<file path="config.mk">
export PLATFORM = sky130hd
export DESIGN_NAME = diag_state_sched
export DESIGN_NICKNAME = d
export VERILOG_FILES = /design/src/rtl/dss_pkg.sv /design/src/rtl/dss_slot_bank.sv /design/src/rtl/dss_walker.sv /design/src/rtl/diag_state_sched.sv
export SDC_FILE = /design/constraint.sdc
export NUM_CORES = 1
export LEC_CHECK = 0
export ABC_AREA = 1
export BUFFER_PORTS_ARGS = -buffer_cell sky130_fd_sc_hd__clkbuf_2
export CORE_ASPECT_RATIO = 0.9
export CORE_MARGIN = 2
export CORE_UTILIZATION = 30
export CTS_BUF_LIST = sky130_fd_sc_hd__clkbuf_16
export CTS_CLUSTER_DIAMETER = 80
export DETAILED_ROUTE_END_ITERATION = 8
export GPL_TIMING_DRIVEN = 0
export SETUP_SLACK_MARGIN = 0.2
export SLEW_MARGIN = 0
export SYNTH_ARGS = -nofsm -noshare
export SYNTH_HDL_FRONTEND = slang
export SYNTH_SLANG_ARGS = --single-unit
</file>
<file path="constraint.sdc">
create_clock -name clk -period 10.25 [get_ports clk]
set_input_delay 0 -clock clk [delete_from_list [all_inputs] [get_ports clk]]
set_output_delay 0 -clock clk [all_outputs]
set_load 0.01 [all_outputs]
</file>
<file path="src/rtl/dss_pkg.sv">
package dss_pkg;

   typedef struct packed {
      int n;
      int m;
   } pos_t;

   // Successor of a grid point in the anti-diagonal sweep.
   function automatic pos_t next_pos(input int rows, input int cols, input pos_t p);
      pos_t r;
      int   d;
      if ((p.n + 1 < rows) && (p.m > 0)) begin
         r.n = p.n + 1;
         r.m = p.m - 1;
      end else begin
         d   = p.n + p.m + 1;
         r.n = (d > cols - 1) ? d - (cols - 1) : 0;
         r.m = d - r.n;
      end
      return r;
   endfunction

   // Grid point visited at step t.
   function automatic pos_t nth_pos(input int rows, input int cols, input int t);
      pos_t p;
      p = '0;
      for (int k = 0; k < t; k++) p = next_pos(rows, cols, p);
      return p;
   endfunction

endpackage

</file>
<file path="src/rtl/dss_slot_bank.sv">
module dss_slot_bank #(
   parameter int SLOTS = 4,
   parameter int W     = 48,
   parameter int AW    = 2
) (
   input  logic          clk,
   input  logic          rst_n,
   input  logic          we,
   input  logic [AW-1:0] waddr,
   input  logic [W-1:0]  wdata,
   input  logic [AW-1:0] raddr,
   output logic [W-1:0]  rdata
);
   localparam logic [AW:0] LIM = (AW+1)'(SLOTS);

   logic [W-1:0] mem [SLOTS];

   if ((1 << AW) < SLOTS) begin : g_bad_aw
      $error("slot bank address too narrow");
   end

   always_ff @(posedge clk) begin
      if (!rst_n) begin
         for (int i = 0; i < SLOTS; i++) mem[i] <= '0;
      end else if (we && ({1'b0, waddr} < LIM)) begin
         mem[waddr] <= wdata;
      end
   end

   // Read is combinational from the registers: a same-step write shows next cycle.
   assign rdata = ({1'b0, raddr} < LIM) ? mem[raddr] : '0;

endmodule

</file>
<file path="src/rtl/dss_walker.sv">
module dss_walker #(
   parameter int ROWS      = 3,
   parameter int COLS      = 4,
   parameter int ORDER_ROM = 1,
   parameter int NW        = 2,
   parameter int MW        = 2
) (
   input  logic          clk,
   input  logic          rst_n,
   input  logic          init,
   input  logic          adv,
   output logic [NW-1:0] pos_n,
   output logic [MW-1:0] pos_m,
   output logic          last
);
   localparam int STEPS = ROWS * COLS;
   localparam int TW    = $clog2(STEPS);

   if (ORDER_ROM != 0) begin : g_rom
      logic [NW-1:0] rom_n [STEPS];
      logic [MW-1:0] rom_m [STEPS];
      logic [TW-1:0] t_q;

      for (genvar i = 0; i < STEPS; i++) begin : g_ent
         localparam dss_pkg::pos_t P = dss_pkg::nth_pos(ROWS, COLS, i);
         assign rom_n[i] = NW'(P.n);
         assign rom_m[i] = MW'(P.m);
      end

      always_ff @(posedge clk) begin
         if (!rst_n)             t_q <= '0;
         else if (init)          t_q <= '0;
         else if (adv && !last)  t_q <= t_q + 1'b1;
      end

      assign pos_n = rom_n[t_q];
      assign pos_m = rom_m[t_q];
      assign last  = (t_q == TW'(STEPS - 1));
   end else begin : g_walk
      logic [NW-1:0] n_q;
      logic [MW-1:0] m_q;
      dss_pkg::pos_t cur, nxt;

      always_comb begin
         cur.n = int'(n_q);
         cur.m = int'(m_q);
         nxt   = dss_pkg::next_pos(ROWS, COLS, cur);
      end

      always_ff @(posedge clk) begin
         if (!rst_n || init) begin
            n_q <= '0;
            m_q <= '0;
         end else if (adv && !last) begin
            n_q <= NW'(nxt.n);
            m_q <= MW'(nxt.m);
         end
      end

      assign pos_n = n_q;
      assign pos_m = m_q;
      assign last  = (n_q == NW'(ROWS - 1)) && (m_q == MW'(COLS - 1));
   end

endmodule

</file>
<file path="src/rtl/diag_state_sched.sv">
module diag_state_sched #(
   parameter int DW        = 16,
   parameter int H_LEN     = 3,
   parameter int V_LEN     = 2,
   parameter int ROWS      = 3,
   parameter int COLS      = 4,
   parameter int ORDER_ROM = 1,
   localparam int HW  = H_LEN * DW,
   localparam int VW  = V_LEN * DW,
   localparam int LDW = (HW > VW) ? HW : VW,
   localparam int NW  = $clog2(ROWS),
   localparam int MW  = $clog2(COLS),
   localparam int LAW = (NW > MW) ? NW : MW
) (
   input  logic           clk,
   input  logic           rst_n,
   input  logic           start,
   input  logic           ld_en,
   input  logic           ld_sel,
   input  logic [LAW-1:0] ld_addr,
   input  logic [LDW-1:0] ld_data,
   output logic           op_valid,
   output logic [NW-1:0]  op_n,
   output logic [MW-1:0]  op_m,
   output logic [HW-1:0]  op_xh,
   output logic [VW-1:0]  op_xv,
   input  logic           res_valid,
   input  logic [HW-1:0]  res_xh,
   input  logic [VW-1:0]  res_xv,
   output logic           done
);
   if (ROWS < 2 || COLS < 2) begin : g_bad_grid
      $error("grid needs at least two rows and two columns");
   end
   if (DW < 1 || H_LEN < 1 || V_LEN < 1) begin : g_bad_vec
      $error("state vectors must be non-empty");
   end

   logic          run_q, done_q, last_step;
   logic          start_ok, adv;
   logic          h_ld, v_ld, h_we, v_we;
   logic [MW-1:0] h_waddr;
   logic [NW-1:0] v_waddr;
   logic [HW-1:0] h_wdata;
   logic [VW-1:0] v_wdata;

   assign start_ok = start && !run_q;
   assign adv      = run_q && res_valid;

   // Loads only while idle; out-of-range slot numbers are dropped.
   assign h_ld = ld_en && !run_q && !ld_sel && ({1'b0, ld_addr} < (LAW+1)'(COLS));
   assign v_ld = ld_en && !run_q &&  ld_sel && ({1'b0, ld_addr} < (LAW+1)'(ROWS));

   assign h_we    = adv || h_ld;
   assign v_we    = adv || v_ld;
   assign h_waddr = adv ? op_m : ld_addr[MW-1:0];
   assign v_waddr = adv ? op_n : ld_addr[NW-1:0];
   assign h_wdata = adv ? res_xh : ld_data[HW-1:0];
   assign v_wdata = adv ? res_xv : ld_data[VW-1:0];

   always_ff @(posedge clk) begin
      if (!rst_n) begin
         run_q  <= 1'b0;
         done_q <= 1'b0;
      end else if (start_ok) begin
         run_q  <= 1'b1;
         done_q <= 1'b0;
      end else if (adv && last_step) begin
         run_q  <= 1'b0;
         done_q <= 1'b1;
      end
   end

   dss_walker #(
      .ROWS(ROWS), .COLS(COLS), .ORDER_ROM(ORDER_ROM), .NW(NW), .MW(MW)
   ) u_walk (
      .clk(clk), .rst_n(rst_n), .init(start_ok), .adv(adv),
      .pos_n(op_n), .pos_m(op_m), .last(last_step)
   );

   dss_slot_bank #(.SLOTS(COLS), .W(HW), .AW(MW)) u_hbank (
      .clk(clk), .rst_n(rst_n), .we(h_we), .waddr(h_waddr), .wdata(h_wdata),
      .raddr(op_m), .rdata(op_xh)
   );

   dss_slot_bank #(.SLOTS(ROWS), .W(VW), .AW(NW)) u_vbank (
      .clk(clk), .rst_n(rst_n), .we(v_we), .waddr(v_waddr), .wdata(v_wdata),
      .raddr(op_n), .rdata(op_xv)
   );

   assign op_valid = run_q;
   assign done     = done_q;

   // Sweep successor: same diagonal one row down, or first point of the next diagonal.
   assert_order_R2: assert property (@(posedge clk) disable iff (!rst_n)
      op_valid && res_valid && !last_step |=> op_valid &&
      (((int'(op_n) == int'($past(op_n)) + 1) && (int'(op_m) == int'($past(op_m)) - 1)) ||
       (int'(op_n) + int'(op_m) == int'($past(op_n)) + int'($past(op_m)) + 1)));

   assert_stall_hold_R4: assert property (@(posedge clk) disable iff (!rst_n)
      op_valid && !res_valid |=> op_valid && $stable(op_n) && $stable(op_m) &&
      $stable(op_xh) && $stable(op_xv));

   assert_finish_R5: assert property (@(posedge clk) disable iff (!rst_n)
      op_valid && res_valid && last_step |=> done && !op_valid);

   assert_done_idle_R5: assert property (@(posedge clk) disable iff (!rst_n)
      done |-> !op_valid);

   assert_load_locked_R6: assert property (@(posedge clk) disable iff (!rst_n)
      op_valid && ld_en && !res_valid |=> $stable(op_xh) && $stable(op_xv));

   assert_origin_R7: assert property (@(posedge clk) disable iff (!rst_n)
      $rose(op_valid) |-> (op_n == '0) && (op_m == '0));

endmodule

</file>
; Word level (Yosys, flattened, before mapping)
; Memories as Yosys holds them, arrays and structs flattened.
; Index checks and enable logic that the tools add are counted.
[op_classes]
n_addsub = 1
multipliers = 0
n_div = 0
order_cmp = 4
eq_ne = 1
shifts = 0
n_mux = 24
bitwise = 2
n_reduce_logical = 18
[ops]
columns = cell, count
row1 = 32-bit 2-to-1 mux, 3
row2 = 48-bit 2-to-1 mux, 2
row3 = 48-bit OR reduction, 1
row4 = 32-bit OR reduction, 1
row5 = 2-bit 2-to-1 mux, 8
row6 = 1-bit 2-to-1 mux, 11
row7 = 1-bit logical AND, 9
row8 = 2-bit less-than comparator (second input constant), 3
row9 = 5-bit greater-or-equal comparator (second input constant), 1
row10 = 4-bit inverter with 5-bit output, 1
row11 = 4-bit by 1-bit adder with 4-bit output (second input constant), 1
row12 = 4-bit equality test (second input constant), 1
row13 = 1-bit zero test, 3
row14 = 1-bit logical OR, 2
row15 = 2-bit nonzero test, 1
row16 = 2-bit OR reduction, 1
row17 = 1-bit inverter, 1
[totals]
regBits = 6
latch_bits = 0
ram_bits = 288
mem_bits_ro = 64
inputBits = 136
memories = 4
[mem_list]
columns = memory, words, word_bits, read_ports, rd_ports_with_merged_regs, wr, line
row1 = u_hbank.mem, 4, 48, 1, 0, 4, dss_slot_bank.sv:16  ; logic [W-1:0] mem [SLOTS];
row2 = u_vbank.mem, 3, 32, 1, 0, 3, dss_slot_bank.sv:16
row3 = (no name shown), 16, 2, 1, 0, 0, dss_walker.sv:36  ; assign pos_n = rom_n[t_q];
row4 = (no name shown), 16, 2, 1, 0, 0, dss_walker.sv:37  ; assign pos_m = rom_m[t_q];

; Logic depth before layout (Yosys ltp)
; Gate-level depths: netlist (run 1).
[logic_depth]
depth_word = 12
mapped_depth = 12
mapped_depth_nobuf = 11

; By module
; A second synthesis (run 1) with hierarchy kept.
[hier_totals]
cells_unflattened = 1864
hier_area_um2 = 15840.2
[modules_own_cells]
columns = mod, instances, cells_each, area_per_inst_um2, seq_area_each_um2
row1 = dss_slot_bank at u_hbank, 1, 1029, 9163.8, 5765.5
row2 = dss_slot_bank at u_vbank, 1, 532, 5278.8, 3393.3
row3 = diag_state_sched, 1, 251, 1017.2, 40.0
row4 = dss_walker, 1, 52, 380.4, 80.1

; Least setup slack after synthesis (run 1)
; Ideal clock, no wire load.
[synth_path]
kind = register to register
startpoint = register u_walk.g_rom.t_q[0]
endpoint = memory u_hbank.mem[3][0], enable pin
arrival_time_ns = 3.172
t_required_ns = 9.796
path_slack_ns = 6.624
path_stages_with_launch = 10
n_path_buf = 0
cell_sequence = dfxtp_1 > inv_1 > ha_1 > nand2_1 > nand2_1 > inv_1 > nand2_1 > nand2_1 > nand2_1 > nor2_1
[synth_lines]
columns = element, line
row1 = start: declaration, dss_walker.sv:22  ; logic [TW-1:0] t_q;
row2 = start signal: assignment, dss_walker.sv:33  ; else if (adv && !last) t_q <= t_q + 1'b1;
row3 = end: declaration, dss_slot_bank.sv:16

==> impl_metrics.toml, run 1 <==
[outcome]
status = "finished with violations"
violations = "hold timing"

[cells_and_area]
final_common_cell = "nand2_1"
mostFrequentLayoutCells = "nand2_1 (436), inv_1 (320), edfxtp_1 (320)"
layout-drive-gt1-share = 0.1704
fin_util = 0.3865
fill_cells = 5279
fin_cells = 2893
nets = 2308
syn_to_final_growth_pct = 27.32

[placement]
io_buffers = 221
dp_cells = 2724
post-place-ws_ps = 7094
gp_congestion = 0.8565
post-dp-hpwl_um = 36530

[synth]
yosysTopAreaCellShare = 0.5979
synth_seq_cells = 326
synth-seq-area-share = 0.6053
synth_top_area_cell = "edfxtp_1"
ys.warnings.count = 0
synth_area_leaders = "edfxtp_1 (60%), nand2_1 (10%), inv_1 (7.4%), nor2_1 (5.8%), o211ai_1 (4.5%)"
synth_cell_types = 25
syn_inst = 1770
avgSynthCellArea_um2 = 9.081
synth_area_mm2 = 0.01607

[power_and_ir_drop]
p_sw_frac = 0.2470
clkPwrFrac = 0.394
pwr-share-comb = 0.118
peakVddDrop_uv = 90.95
p_leak_nw = 9.658
p_seq_frac = 0.488
p_per_area_mw_per_mm2 = 156.8
p_int_mw = 2.416
switching_power_mw = 0.7925

[clock_tree]
cts_setup_buffers = 0
cts_root_buf = "clkbuf_16"
clkLatencyLatePin_ps = 540
clock-sinks = 326
tritoncts = "done"
numCtsBuffers = 37
h-tree-depth = 2
clk_pin_slew_ps = 60
cts.path.max_buffers = 3

[worst_setup_path]
arrival_ps = 3250
required_ps = 10400
startpoint_type = "flop"
crit_fanout = 32
cp-startpoint = "u_walk.g_rom.t_q[0]$_SDFFE_PP0P_"
r2r_start = "u_walk.g_rom.t_q[0]$_SDFFE_PP0P_"
endpoint_kind = "flop"
path_class = "flop to flop"

[route]
drtAntennaViolNets = 0
routed_via_density = 4.596
dr.pass1.iters = 5
routed_wl_um = 51220
vias = 13300
drt_first_iter_violations = 1107
drc = 0
avgRoutedWirePerCell_um = 17.71

[timing]
setup_viol = 0
final_max_slew_viol_count = 0
worst_slew_margin_rel = 0.3675
finalClockSkew_ps = 19.71
max_clock_freq_mhz = 322.7
fin_crit_sh = 0.3024
timing.final.ws_setup_ps = 7151
rsz0062_at_grt = "no"
min_period_ps = 3099
max_slew.worst_pin.slew_ps = 945.4
hold_violations = 1
finalHoldWorstSlack_ps = -3.344
finalSetupTns_ps = 0

[grt]
grt-ovfl-total = 0
grt_use_met1 = 0.2565
grt_pass1_vias = 12910
met3_usage = 0.02911
antenna_found_initial = 0
met2_usage = 0.2899
busiest_layer = "met2"
grt_max_degree = 33
grt_pass1_wl_um = 75780
grt.total_usage = 0.1825

[floorplanning]
fp.coreArea_mm2 = 0.05295
die_w_um = 248.0
rows = 80
num_io_pins = 222
die_area_mm2 = 0.05545
dieHeight_um = 223.6
initial_core_util = 0.3035

[hold_path]
min_path_type = "primary input to flop"
min-delay-start = "ld_data[28]"

[job]
cap_violations = 0
final timing paths:
check / end / slack, ps / depth (start not counted)
worst min register to register: done$_SDFFE_PP0P_ / 490 / 2
worst max-delay path: u_vbank.mem[2][9]$_SDFFCE_PN0P_ / 7150 / 9
worst max register to register: u_vbank.mem[2][9]$_SDFFCE_PN0P_ / 7150 / 9
worst min-delay path: u_hbank.mem[3][28]$_DFFE_PP_ / -3 / 5
worst max-delay path, cell delays in order, from the launching register on:
cell and delay, ps:
dfxtp_1 430, inv_1 150, ha_1 330, nand2_1 60, nand3_1 110, nand2_1 140, nand2_1 120, nand4_1 350
buf_2 360, nand2_2 680
power groups by stage:
| stage | Sequential, mW | Combinational (mW) | Clock [mW] |
|---|---|---|---|
| final | 1.56 | 0.379 | 1.27 |
| after global routing | 1.57 | 0.419 | 1.34 |
| after CTS | 1.56 | 0.382 | 1.29 |
| after detailed placement | 1.59 | 0.343 | 0 |
| after global placement | 1.60 | 0.329 | 0 |
| after floorplan | 1.59 | 0.182 | 0 |
registers in the layout, indices dropped and copies added, names as in the netlist:
register	count
u_hbank.mem	192
op_valid	1
u_vbank.mem	128
done	1
u_walk.g_rom.t_q	4
cells in the mapped netlist:
master / instances
ha_1: 6
nand3b_1: 32
inv_1: 315
buf_2: 61
o21ai_2: 1
nand3_1: 101
clkbuf_2: 1
o211ai_1: 96
xor2_1: 1
nor2_1: 249
buf_1: 8
inv_2: 9
conb_1: 1
nand2_2: 6
o21ai_0: 28
a21oi_1: 38
nand2_1: 442
buf_4: 3
edfxtp_1: 320
dfxtp_1: 6
nor2_2: 3
buf_6: 6
o21ai_1: 8
nand4_1: 2
clkbuf_1: 27
final cells by class:
| class | instances | area [µm²] | area share |
|---|---|---|---|
| Sequential cell | 326 | 9729 | 0.4754 |
| Multi-Input combinational cell | 1045 | 4735 | 0.2314 |
| Timing Repair Buffer | 326 | 2222 | 0.1086 |
| Inverter | 324 | 1216 | 0.05943 |
| Clock buffer | 39 | 975.9 | 0.04769 |
| Tap cell | 697 | 872.1 | 0.04261 |
| Buffer | 106 | 531.8 | 0.02598 |
| Clock inverter | 29 | 180.2 | 0.008804 |
| Antenna cell | 1 | 2.502 | 0.0001223 |
through the flow:
step | instance area (µm²) | hold slack [ps] | power (mW)
2_1_floorplan | 16190 | 167.3 | 1.771
3_3_place_gp | 18170 | 349.8 | 1.924
3_5_place_dp | 18310 | 358.2 | 1.935
4_1_cts | 20460 | 1.193 | 3.234
5_1_grt | 20460 | 14.59 | 3.332
6_report | 20460 | -3.344 | 3.209
kinds of logic (layout without fill, tap and decap cells):
| family | Yosys count | in the layout | synth area share |
|---|---|---|---|
| buf+inv | 430 | 824 | 0.1087 |
| compound gates | 171 | 171 | 0.06843 |
| simple gates | 835 | 835 | 0.2121 |
| flops | 326 | 326 | 0.6053 |
| xor+xnor | 1 | 1 | 0.0005450 |
| fa+ha+maj | 6 | 6 | 0.004671 |
| other cells | 1 | 33 | 0.0002333 |
layer usage:
layer | share of wire | vias to the layer above
li1 | - | 6439
met1 | 0.45 | 6278
met3 | 0.080 | 71
met4 | 0.024 | 0
met5 | 0 | -
met2 | 0.45 | 509
timing repair:
item	in CTS	in global routing
endpoints found under the hold margin	152	0
gates resized for setup	0	0
setup endpoints to repair	0	0
hold buffers	100	0
Note: power is estimated with default switching activity, not from simulation.
==> run 2, diff against run 1 <==
--- a/config.mk
+++ b/config.mk
@@ -5,7 +5,7 @@
 export SDC_FILE = /design/constraint.sdc
 export NUM_CORES = 1
 export LEC_CHECK = 0
-export ABC_AREA = 1
+export ABC_AREA = 0
 export BUFFER_PORTS_ARGS = -buffer_cell sky130_fd_sc_hd__clkbuf_2
 export CORE_ASPECT_RATIO = 0.9
 export CORE_MARGIN = 2
==> constraint.sdc (replaced) <==
create_clock -name clk -period 2.54 [get_ports clk]
set_input_delay 0 -clock clk [delete_from_list [all_inputs] [get_ports clk]]
set_output_delay 0 -clock clk [all_outputs]
set_load 0.01 [all_outputs]
==> impl_metrics.toml, run 2 <==
[outcome]
status = "finished with violations"
violations = "hold timing, setup timing"

[floorplanning]
num_io_pins = 222
fp.coreArea_mm2 = 0.04933
die_w_um = 240.1
dieHeight_um = 216.5
initial_core_util = 0.3052
die_area_mm2 = 0.05200
rows = 77

[cells_and_area]
mostFrequentLayoutCells = "edfxtp_1 (319), nor2_1 (249), clkbuf_2 (158)"
fin_util = 0.4573
layout-drive-gt1-share = 0.3395
multi_input_area_mm2 = 0.006349
nets = 1858
regMostFlops = "u_hbank.mem"
largest_reg_flops = 192
regArea_mm2 = 0.009709
syn_to_final_growth_pct = 49.83
reg_top3 = "u_hbank.mem (192), u_vbank.mem (127), u_walk.g_rom.t_q (4)"
fill_cells = 4444
final_common_cell = "edfxtp_1"

[timing]
setup_viol = 1
max_clock_freq_mhz = 393.5
rsz0062_at_grt = "yes"
final_max_slew_viol_count = 0
worst_slew_margin_rel = 0.5591
timing.final.ws_setup_ps = -1.270
max_slew.worst_pin.slew_ps = 661.3
hold_violations = 1
finalClockSkew_ps = 16.42
finalHoldWorstSlack_ps = -5.480
min_period_ps = 2541
fin_crit_sh = 1.001

[power_and_ir_drop]
clkPwrFrac = 0.382
peakVddDrop_uv = 385.3
p_seq_frac = 0.488
p_leak_nw = 9.133
power_mw = 12.98
p_int_mw = 9.810
p_per_area_mw_per_mm2 = 575.3
switching_power_mw = 3.167
p_sw_frac = 0.2441
pwr-share-comb = 0.130

[worst_setup_path]
cpLargestDelayFamily = "multiplexers"
crit_fanout = 8
cp_common_cell = "buf_12"
required_ps = 2540
startpoint_type = "flop"
arrival_ps = 2540
path_class = "flop to primary output"
path_buf_inv = 4
endpoint_kind = "primary output"
cpPeakStageDelay_ps = 370
cp_slowest_cell = "dfxtp_4"
crit_chain = "ha_4 -> mux2_4 -> o21ai_4 -> inv_4 -> buf_12 -> buf_12 -> mux2i_1 -> mux2i_2 -> buf_2"

[grt]
grt_max_degree = 25
grt_pass1_wl_um = 71620
grt.total_usage = 0.1878
antenna_found_initial = 4
grt-ovfl-total = 0
grt_pass1_vias = 11620

[route]
avgRoutedWirePerCell_um = 20.75
drc = 0
dr.pass1.iters = 5
drtAntennaViolNets = 0
vias = 11480
routed_wl_um = 50080
routed_via_density = 4.757
drt_first_iter_violations = 761

[synth]
avgSynthCellArea_um2 = 12.31
synth_top_family_by_area = "multiplexers"
synth_mux_area_frac = 0.1384
synth_cell_types = 41
synthTopCellsByCount = "edfxtp_1 (319), nor2_1 (249), mux2i_1 (207)"
synth_fa_ha_area_frac = 0.004986
synth_edf_count = 319
yosysTopAreaCellShare = 0.6363
yosysMostFrequentCell = "edfxtp_1"
synth_area_leaders = "edfxtp_1 (64%), mux2i_1 (14%), nor2_1 (6.2%), nand2_1 (2.8%), a21o_1 (2.5%)"
synthSimpleGateAreaFrac = 0.09931
synth-seq-area-share = 0.6442
synth-xor-area-share = 0.001163
synth_seq_cells = 325
synth_area_mm2 = 0.01506
ys.warnings.count = 0
synthFlopType = "edfxtp_1"
synthArstFlopShare = 0
synth-compound-area-share = 0.06574
synth_top_area_cell = "edfxtp_1"
syn_inst = 1223

[clock_tree]
clk_pin_slew_ps = 60
clkLatencyLatePin_ps = 530
tritoncts = "done"
clock-sinks = 325
h-tree-depth = 2
cts_root_buf = "clkbuf_16"
cts.path.max_buffers = 3
numCtsBuffers = 37

[placement]
gp_congestion = 0.8042
post-dp-hpwl_um = 31010
io_buffers = 221

[hold_path]
min_path_type = "primary input to flop"

[job]
cap_violations = 0
## run 2: worst reg2reg max path: stages (launching register included)
cell	delay, ps
dfxtp_4	370
buf_12	130
ha_4	160
nor2b_4	130
buf_6	110
o311ai_4	290
o211ai_1	190
buf_4	180
buf_6	120
buf_16	170
nand2_8	170
## run 2: per-layer routing
| layer | vias up | global-route usage | wire length, µm |
|---|---|---|---|
| met5 | - | 0 | 34 |
| met4 | 6 | 0.05093 | 1131 |
| met3 | 84 | 0.03936 | 3583 |
| met2 | 441 | 0.3043 | 23580 |
| met1 | 5625 | 0.2549 | 21750 |
| li1 | 5323 | - | - |
## run 2: path summary, 6_finish.rpt
kind	start	to	slack (ps)	cells after the start
worst max-delay path	u_walk.g_rom.t_q[1]$_SDFFE_PP0P_	op_xh[17]	-1	9
worst min-delay path	ld_data[10]	u_vbank.mem[3][10]$_DFFE_PP_	-5	4
worst max register to register	u_walk.g_rom.t_q[0]$_SDFFE_PP0P_	u_hbank.mem[2][38]$_SDFFCE_PN0P_	200	10
worst min register to register	done$_SDFFE_PP0P_	done$_SDFFE_PP0P_	470	2
## run 2: logic make-up (layout without fill, tap and decap cells)
family | Yosys count | after routing
adders and majority gates | 6 | 6
buffers and inverters | 163 | 636
and+or+nand+nor | 381 | 396
other | 1 | 32
xor gates and xnor gates | 2 | 2
DFF | 325 | 325
muxes | 208 | 208
AOI/OAI and AO/OA | 137 | 137
## run 2: cell type report
class                   instances  area share
inverters                      88     0.01553
multi-input cells             780      0.2814
well taps                     671     0.03722
clock inverters                25    0.006434
flip-flops and latches        325      0.4304
diodes                          1   0.0001109
plain buffers                  74     0.03616
clock buffers                  39     0.04326
repair buffers                410      0.1494
## run 2: timing repair
action / in CTS / in global routing
setup endpoints to repair: 577 / 380
setup buffers: 52 / 11
gates resized for setup: 313 / 203
gates cloned: 23 / 5
hold endpoints to repair: 188 / 9
hold buffers: 101 / 3
pin swaps: 40 / 34
## run 2: through the flow
stage	instance area (µm²)	std cells	setup TNS (ps)	worst slack [ps]	hold WS [ps]
after floorplan	15310	1253	-52560	-1095	151.5
after global placement	17250	2145	-284690	-3582	265.6
after detailed placement	17320	2153	-107040	-664.5	280.9
after CTS	21830	2393	-169.2	-24.76	1.577
after global routing	22560	2412	-599.3	-79.39	24.70
final	22560	2413	-1.270	-1.270	-5.480
## run 2: power groups by stage
| stage | clock network, mW | registers [mW] | logic (mW) |
|---|---|---|---|
| global route | 5.24 | 6.36 | 1.81 |
| finish | 4.96 | 6.34 | 1.68 |
| floorplan | 0 | 6.39 | 0.608 |
| global placement | 0 | 6.40 | 1.13 |
| CTS | 5.05 | 6.32 | 1.57 |
| detailed placement | 0 | 6.41 | 1.16 |
==> run 3, diff against run 2 <==
--- a/config.mk
+++ b/config.mk
@@ -14,6 +14,7 @@
 export CTS_CLUSTER_DIAMETER = 80
 export DETAILED_ROUTE_END_ITERATION = 8
 export GPL_TIMING_DRIVEN = 0
+export MAX_ROUTING_LAYER = met4
 export SETUP_SLACK_MARGIN = 0.2
 export SLEW_MARGIN = 0
 export SYNTH_ARGS = -nofsm -noshare
==> impl_metrics.toml, run 3 (synthesis results as in run 2) <==
[route]
drtAntennaViolNets = 0
routed_wl_um = 50290
dr.pass1.iters = 5
drc = 0
avgRoutedWirePerCell_um = 20.80
routed_via_density = 4.769
drt_first_iter_violations = 812
vias = 11530

[placement]
post-dp-hpwl_um = 31010
placed_area_mm2 = 0.01732
post-place-ws_ps = -664.5
io_buffers = 221
dp_cells = 2153
gp_congestion = 0.8159

[timing]
fin_crit_sh = 1.007
worst_slew_margin_rel = 0.5438
setup_viol = 2
max_clock_freq_mhz = 391.1
timing.final.ws_setup_ps = -17.08
max_slew.worst_pin.slew_ps = 684.3
finalHoldWorstSlack_ps = 1.914
rsz0062_at_grt = "yes"
hold_violations = 0
finalClockSkew_ps = 16.70
min_period_ps = 2557
final_max_slew_viol_count = 0

[worst_setup_path]
crit_fanout = 8
cp_common_cell = "buf_12"
path_class = "flop to primary output"
cp_slowest_cell = "dfxtp_4"
cpLargestDelayFamily = "multiplexers"
startpoint_type = "flop"
arrival_ps = 2560
path_buf_inv = 4
endpoint_kind = "primary output"
required_ps = 2540
crit_chain = "ha_4 -> mux2_4 -> o21ai_4 -> inv_4 -> buf_12 -> buf_12 -> mux2i_1 -> mux2i_2 -> buf_2"
cpPeakStageDelay_ps = 370

[clock_tree]
clock-sinks = 325
clkLatencyLatePin_ps = 530
cts_root_buf = "clkbuf_16"
cts.path.max_buffers = 3
h-tree-depth = 2
clk_pin_slew_ps = 60
numCtsBuffers = 37
tritoncts = "done"

[grt]
antenna_found_initial = 4
grt_max_degree = 25
grt_pass1_wl_um = 71560
grt.total_usage = 0.1935
grt-ovfl-total = 0
grt_pass1_vias = 11620

[cells_and_area]
reg_top3 = "u_hbank.mem (192), u_vbank.mem (127), u_walk.g_rom.t_q (4)"
nets = 1860
regArea_mm2 = 0.009709
syn_to_final_growth_pct = 50.44
multi_input_area_mm2 = 0.006374
largest_reg_flops = 192
final_cell_area_mm2 = 0.02265
layout-drive-gt1-share = 0.3414
final_common_cell = "edfxtp_1"
regMostFlops = "u_hbank.mem"
mostFrequentLayoutCells = "edfxtp_1 (319), nor2_1 (249), clkbuf_2 (157)"
fin_cells = 2418
fill_cells = 4430

[floorplanning]
initial_core_util = 0.3052
die_area_mm2 = 0.05200
fp.coreArea_mm2 = 0.04933
dieHeight_um = 216.5
rows = 77
die_w_um = 240.1
num_io_pins = 222

[power_and_ir_drop]
p_per_area_mw_per_mm2 = 573.3
peakVddDrop_uv = 382.8
p_leak_nw = 9.167
power_mw = 12.99

[outcome]
status = "finished with violations"
violations = "setup timing"

[hold_path]
min_path_type = "primary input to flop"

[job]
cap_violations = 0
==> run 3: cell type report <==
cell class / instances / area share
buffer: 74 / 0.03701
multi-input combinational: 780 / 0.2814
inverter: 88 / 0.01547
clock inverter: 25 / 0.006408
sequential: 325 / 0.4287
tap: 671 / 0.03707
clock buffer: 39 / 0.04309
timing repair buffer: 412 / 0.1505
antenna: 4 / 0.0004419
==> run 3: worst reg2reg max path: stages (launching register included) <==
cell,delay (ps)
dfxtp_4,370
buf_12,130
buf_6,110
ha_4,140
nor2b_4,120
a21o_4,260
buf_4,150
buf_4,130
a31oi_4,310
buf_12,220
nand2_8,140
==> run 3: repair_timing <==
action | 4_1_cts | 5_1_grt
pin swaps | 40 | 36
cloned | 23 | 6
endpoints found under the hold margin | 188 | 9
hold buffers | 101 | 3
setup buffers | 52 | 12
gates resized for setup | 313 | 216
endpoints found under the setup margin | 577 | 373
==> run 3: through the flow <==
stage | util | TNS, ps
after floorplan | - | -52560
after global placement | 0.3498 | -284690
after detailed placement | 0.3512 | -107040
after CTS | 0.4425 | -169.2
after global routing | 0.4591 | -618.4
final | 0.4592 | -20.54
==> run 3: path summary, 6_finish.rpt <==
kind                                          from                                to  slack [ps]  depth (start not counted)
hold / removal                         ld_data[10]      u_vbank.mem[3][10]$_DFFE_PP_           2                          4
hold reg to reg                  done$_SDFFE_PP0P_                 done$_SDFFE_PP0P_         470                          2
setup reg to reg  u_walk.g_rom.t_q[0]$_SDFFE_PP0P_  u_vbank.mem[2][30]$_SDFFCE_PN0P_         150                         10
setup / recovery  u_walk.g_rom.t_q[1]$_SDFFE_PP0P_                         op_xh[17]         -20                          9
==> run 3: layer usage <==
| metal | vias to the layer above | part of all wire | track usage |
|---|---|---|---|
| met2 | 470 | 0.47 | 0.3045 |
| li1 | 5321 | - | - |
| met5 | - | 0 | - |
| met3 | 88 | 0.075 | 0.03796 |
| met1 | 5652 | 0.43 | 0.2554 |
| met4 | 0 | 0.023 | 0.05135 |
==> run 3: power breakdown <==
| part | internal, mW | total [mW] | switching [mW] | leakage [nW] |
|---|---|---|---|---|
| logic | 0.727 | 1.69 | 0.961 | 5.21 |
| clock network | 2.87 | 4.96 | 2.09 | 0.575 |
| registers | 6.22 | 6.34 | 0.118 | 3.38 |
